--- src/rtl/node_cg_pkg.sv ---
package node_cg_pkg;
  localparam int N_MOD = 4;
  localparam int N_REQ = 3;
  localparam int PH_W  = 3;

  localparam int M_CPU = 0;
  localparam int M_DAQ = 1;
  localparam int M_TX  = 2;
  localparam int M_RX  = 3;

  localparam int Q_SAMPLE = 0;
  localparam int Q_SEND   = 1;
  localparam int Q_LISTEN = 2;

  // done/start vectors are indexed by work phase: acquire, process, transmit, receive
  localparam int W_ACQ  = 0;
  localparam int W_PROC = 1;
  localparam int W_TX   = 2;
  localparam int W_RX   = 3;

  typedef enum logic [PH_W-1:0] {
    PH_IDLE = 3'd0,
    PH_ACQ  = 3'd1,
    PH_PROC = 3'd2,
    PH_TX   = 3'd3,
    PH_RX   = 3'd4
  } phase_e;

  function automatic logic [N_MOD-1:0] en_table(input phase_e ph);
    logic [N_MOD-1:0] v;
    v = '0;
    case (ph)
      PH_ACQ:  begin v[M_CPU] = 1'b1; v[M_DAQ] = 1'b1; end
      PH_PROC: begin v[M_CPU] = 1'b1; end
      PH_TX:   begin v[M_CPU] = 1'b1; v[M_TX]  = 1'b1; end
      PH_RX:   begin v[M_CPU] = 1'b1; v[M_RX]  = 1'b1; end
      default: v = '0;
    endcase
    return v;
  endfunction
endpackage

--- src/rtl/node_req_pend.sv ---
module node_req_pend
  import node_cg_pkg::*;
#(
  parameter int NQ = N_REQ
) (
  input  logic          clk,
  input  logic          rst_n,
  input  logic [NQ-1:0] req_i,
  input  logic [NQ-1:0] grant_i,
  output logic [NQ-1:0] eff_o
);
  logic [NQ-1:0] pend_q;

  assign eff_o = pend_q | req_i;

  for (genvar i = 0; i < NQ; i++) begin : g_pend
    always_ff @(posedge clk or negedge rst_n) begin
      if (!rst_n) pend_q[i] <= 1'b0;
      else        pend_q[i] <= eff_o[i] & ~grant_i[i];
    end
  end
endmodule

--- src/rtl/node_phase_fsm.sv ---
module node_phase_fsm
  import node_cg_pkg::*;
(
  input  logic             clk,
  input  logic             rst_n,
  input  logic [N_REQ-1:0] eff_i,
  input  logic [N_MOD-1:0] done_i,
  output logic [N_REQ-1:0] grant_o,
  output phase_e           phase_q,
  output phase_e           phase_nx,
  output logic [N_MOD-1:0] start_q
);
  logic             arm_q, arm_nx;
  logic [N_MOD-1:0] start_nx;

  always_comb begin
    phase_nx = phase_q;
    grant_o  = '0;
    case (phase_q)
      PH_IDLE: begin
        if (eff_i[Q_LISTEN]) begin
          phase_nx = PH_RX; grant_o[Q_LISTEN] = 1'b1;
        end else if (eff_i[Q_SEND]) begin
          phase_nx = PH_TX; grant_o[Q_SEND] = 1'b1;
        end else if (eff_i[Q_SAMPLE]) begin
          phase_nx = PH_ACQ; grant_o[Q_SAMPLE] = 1'b1;
        end
      end
      PH_ACQ:  if (!arm_q && done_i[W_ACQ]) phase_nx = PH_PROC;
      PH_PROC: if (!arm_q && done_i[W_PROC]) begin
        if (eff_i[Q_SEND]) begin
          phase_nx = PH_TX; grant_o[Q_SEND] = 1'b1;
        end else begin
          phase_nx = PH_IDLE;
        end
      end
      PH_TX:   if (!arm_q && done_i[W_TX]) phase_nx = PH_IDLE;
      PH_RX:   if (!arm_q && done_i[W_RX]) phase_nx = PH_IDLE;
      default: phase_nx = PH_IDLE;
    endcase
  end

  assign arm_nx = (phase_nx != phase_q) && (phase_nx != PH_IDLE);

  always_comb begin
    for (int k = 0; k < N_MOD; k++)
      start_nx[k] = arm_q && (phase_q == phase_e'(PH_W'(k + 1)));
  end

  always_ff @(posedge clk or negedge rst_n) begin
    if (!rst_n) begin
      phase_q <= PH_IDLE;
      arm_q   <= 1'b0;
      start_q <= '0;
    end else begin
      phase_q <= phase_nx;
      arm_q   <= arm_nx;
      start_q <= start_nx;
    end
  end
endmodule

--- src/rtl/node_en_reg.sv ---
module node_en_reg
  import node_cg_pkg::*;
(
  input  logic             clk,
  input  logic             rst_n,
  input  phase_e           phase_nx,
  output logic [N_MOD-1:0] en_q
);
  logic [N_MOD-1:0] en_nx;

  assign en_nx = en_table(phase_nx);

  for (genvar m = 0; m < N_MOD; m++) begin : g_en
    always_ff @(posedge clk or negedge rst_n) begin
      if (!rst_n) en_q[m] <= 1'b0;
      else        en_q[m] <= en_nx[m];
    end
  end
endmodule

--- src/rtl/node_clkgate_ctrl.sv ---
module node_clkgate_ctrl
  import node_cg_pkg::*;
(
  input  logic            clk,
  input  logic            rst_n,
  input  logic            sample_req,
  input  logic            send_req,
  input  logic            listen_req,
  input  logic            acq_done,
  input  logic            proc_done,
  input  logic            tx_done,
  input  logic            rx_done,
  output logic            en_cpu,
  output logic            en_daq,
  output logic            en_tx,
  output logic            en_rx,
  output logic            start_acq,
  output logic            start_proc,
  output logic            start_tx,
  output logic            start_rx,
  output logic [PH_W-1:0] phase_o
);
  logic [N_REQ-1:0] req_v, eff_v, grant_v;
  logic [N_MOD-1:0] done_v, start_v, en_v;
  phase_e           ph_q, ph_nx;

  assign req_v  = {listen_req, send_req, sample_req};
  assign done_v = {rx_done, tx_done, proc_done, acq_done};

  node_req_pend #(.NQ(N_REQ)) pend_i (
    .clk(clk), .rst_n(rst_n), .req_i(req_v), .grant_i(grant_v), .eff_o(eff_v)
  );

  node_phase_fsm fsm_i (
    .clk(clk), .rst_n(rst_n), .eff_i(eff_v), .done_i(done_v),
    .grant_o(grant_v), .phase_q(ph_q), .phase_nx(ph_nx), .start_q(start_v)
  );

  node_en_reg en_i (
    .clk(clk), .rst_n(rst_n), .phase_nx(ph_nx), .en_q(en_v)
  );

  assign en_cpu     = en_v[M_CPU];
  assign en_daq     = en_v[M_DAQ];
  assign en_tx      = en_v[M_TX];
  assign en_rx      = en_v[M_RX];
  assign start_acq  = start_v[W_ACQ];
  assign start_proc = start_v[W_PROC];
  assign start_tx   = start_v[W_TX];
  assign start_rx   = start_v[W_RX];
  assign phase_o    = ph_q;
endmodule

--- config.mk ---
export PLATFORM = sky130hd
export DESIGN_NAME = node_clkgate_ctrl
export DESIGN_NICKNAME = d
export VERILOG_FILES = /design/src/rtl/node_cg_pkg.sv /design/src/rtl/node_req_pend.sv /design/src/rtl/node_phase_fsm.sv /design/src/rtl/node_en_reg.sv /design/src/rtl/node_clkgate_ctrl.sv
export SDC_FILE = /design/constraint.sdc
export NUM_CORES = 1
export LEC_CHECK = 0
export CELL_PAD_IN_SITES_DETAIL_PLACEMENT = 1
export CELL_PAD_IN_SITES_GLOBAL_PLACEMENT = 2
export CORE_MARGIN = 2
export CORE_UTILIZATION = 33
export CTS_BUF_LIST = sky130_fd_sc_hd__clkbuf_8
export CTS_CLUSTER_DIAMETER = 50
export DETAILED_ROUTE_END_ITERATION = 8
export PLACE_DENSITY = 0.85
export SLEW_MARGIN = 10
export SYNTH_ARGS = -nofsm -noshare
export SYNTH_HDL_FRONTEND = slang
export SYNTH_SLANG_ARGS = --single-unit
--- constraint.sdc ---
create_clock -name clk -period 2.2 [get_ports clk]
set_input_delay 0.66 -clock clk [delete_from_list [all_inputs] [get_ports clk]]
set_output_delay 0.66 -clock clk [all_outputs]
set_load 0.05 [all_outputs]
==> flow_metrics.tcl <==
set metrics [dict create \
    coreArea_mm2 0.00215 \
    crit_fanout 1 \
    via_count 549 \
    synth_edf_count 0 \
    grt_overflow 0 \
    layout.nets 95 \
    holdBufCountCts 0 \
    p_per_area_mw_per_mm2 1600 \
    netlist.area_leader.share_pct 51.5 \
    ant_nets 0 \
    htreeDepth 1 \
    avgSynthCellArea_um2 11.4 \
    syn_nets 73 \
    hold_class "flip-flop to flip-flop" \
    cts.clk_slew.worst_paths_ns 0.06 \
    ys_seq_elements 15 \
    cts.sinks 15 \
    synth_ff_type "dfrtp_1" \
    max_freq_mhz 492 \
    stdcell_area_um2 998 \
    post_cts_resized 0 \
    cp_top_family "buffers and inverters" \
    netlist_area_um2 729 \
    num_antenna_cells 0 \
    start_util_pct 34.0 \
    synth_cell_types 31 \
    place_congestion 0.722 \
    io_pins 20 \
    crit_type "flip-flop to output port" \
    wl_um 1570 \
    antenna_found_initial 0 \
    final_max_slew_viol_count 0 \
    numCtsBuffers 3 \
    synth_most_common_cell "dfrtp_1" \
    post_dp_cell_area_um2 953 \
    ys_warn_count 0 \
    critPathLaunchType "flip-flop" \
    drv_cap 0 \
    post_cts_buffers 0 \
    die_w_um 51.0 \
    dieArea_mm2 0.00260 \
    multi_input_area_um2 317 \
    finalHoldViolations 0 \
    fin_setup_tns_ns 0 \
    seq_area_frac_synth_pct 51.5 \
    port_buffers 19 \
    worstPathRequired_ns 1.54 \
    drt_first_pass_iters 2 \
    clkLatencyLatePin_ns 0.24 \
    n_fill_cell 234 \
    p_leak_nw 0.421 \
    cp-end-kind "output port" \
    finalCritPeriodShare_pct 92.5 \
    cts_root_buffer "clkbuf_8" \
    drtIter0Drc 4 \
    grt_pass1_wl_um 2680 \
    async_flop_share_pct 100 \
    synth_cells 64 \
    cp_cell_sequence "clkdlybuf4s50_1" \
    use_met3_pct 4.09 \
    fp-row-count 17 \
    status "complete, no violations" \
    max-slew-margin-rel_pct 64.6 \
    worst_pin_slew_ns 0.531 \
    dp_hpwl_um 1210 \
    crit_arrival_ns 1.37 \
    max_stage_delay_ns 0.81 \
    synthTopCellsByArea "dfrtp_1, nor2_1, nand3_1, nor3_1, a2111oi_2" \
    synth_area_leader_cell "dfrtp_1" \
    grtUsageTotal_pct 14.4 \
    grt_use_met1_pct 17.1 \
    areaGrowthSynthToFinish_pct 36.9 \
    synthTopCellsByCount "dfrtp_1, nor2_1, nand2_1, nand3_1" \
    fin_crit_ns 2.03 \
    drive_above_1_share_pct 23.5 \
    met2_usage_pct 23.2 \
    drc 0 \
    busiest_layer "met2" \
    grt_max_degree 16 \
    rsz0062_at_grt "false" \
    wl_per_cell_um 13.9 \
    vdd_drop_max_mv 0.801 \
    slowest_stage "clkdlybuf4s50_1" \
    register_area_um2 375 \
    cts_max_path_buffers 2 \
    finClkSkew_ns 0.00375 \
    cts_tree "built" \
    viasPerCell 4.86 \
    utilization_pct 46.5 \
    chipHeight_um 51.0 \
    finalSetupViolCount 0 \
    first_global_vias 580 \
    critPathBufInv 1 \
]
routing by layer:
| metal | share of wire [%] | vias to the layer above |
|---|---|---|
| met5 | 0 | - |
| met4 | 0.96 | 0 |
| met3 | 4.0 | 2 |
| met2 | 52 | 12 |
| met1 | 43 | 265 |
| li1 | - | 270 |
cell type report:
type / instances / area share (%)
Tap cell: 28 / 3.51
Clock buffer: 3 / 4.14
Multi-Input combinational cell: 43 / 31.7
Inverter: 3 / 1.13
Timing Repair Buffer: 20 / 21.6
Clock inverter: 1 / 0.376
Sequential cell: 15 / 37.6
where the power goes:
group / internal [W] / leakage [nW] / switching (W)
registers: 0.000378 / 0.184 / 0.000152
clock network: 0.000123 / 0.0269 / 0.0000914
logic: 0.000362 / 0.210 / 0.000487
logic make-up (layout without fill, tap and decap cells):
group / after synthesis / after routing / synth area share [%]
simple gates: 31 / 31 / 25.9
flops: 15 / 15 / 51.5
mux: 1 / 1 / 1.37
compound gates: 11 / 11 / 16.1
buf+inv: 6 / 27 / 5.14
sequential cells by signal (all words and copies together), names as in the netlist:
register       cells
pend_i.pend_q      3
en_i.en_q          4
fsm_i.arm_q        1
fsm_i.start_q      4
fsm_i.phase_q      3
layout by cell type, fill, tap and decap left out, drive strengths merged:
master	instances
or2	1
clkdlybuf4s50	16
o22a	1
nand4bb	1
o2111ai	1
nor3	4
nor2b	3
nand2	4
inv	4
nor2	7
and3	1
nor3b	1
and2b	1
a221oi	1
dfrtp	15
o21ba	1
o21a	3
clkbuf	3
buf	4
and2	1
nand3	4
o31a	1
a2111oi	2
o31ai	1
mux2i	1
nor4	2
nand2b	1
worst paths after layout:
path | startpoint | endpoint | slack (ns) | cells past startpoint
max in group asynchronous | rst_n | fsm_i.phase_q[0] | 1.30 | 2
hold / removal | pend_i.pend_q[0] | pend_i.pend_q[0] | 0.53 | 1
hold reg to reg | pend_i.pend_q[0] | pend_i.pend_q[0] | 0.53 | 1
min in group asynchronous | rst_n | en_i.en_q[3] | 0.73 | 2
setup reg to reg | fsm_i.phase_q[1] | fsm_i.arm_q | 0.39 | 5
setup / recovery | en_i.en_q[1] | en_daq | 0.17 | 1
stage by stage:
stage                     instances  setup slack (ns)  total power (W)  hold WS, ns
after global routing            113             0.110          0.00171        0.549
after floorplan                  64             0.489          0.00113        0.364
after CTS                       113             0.150          0.00162        0.521
after global placement          109           0.00593          0.00138        0.483
after detailed placement        109           -0.0246          0.00140        0.507
final                           113             0.166          0.00159        0.525
Note: power is estimated with default switching activity, not from simulation.
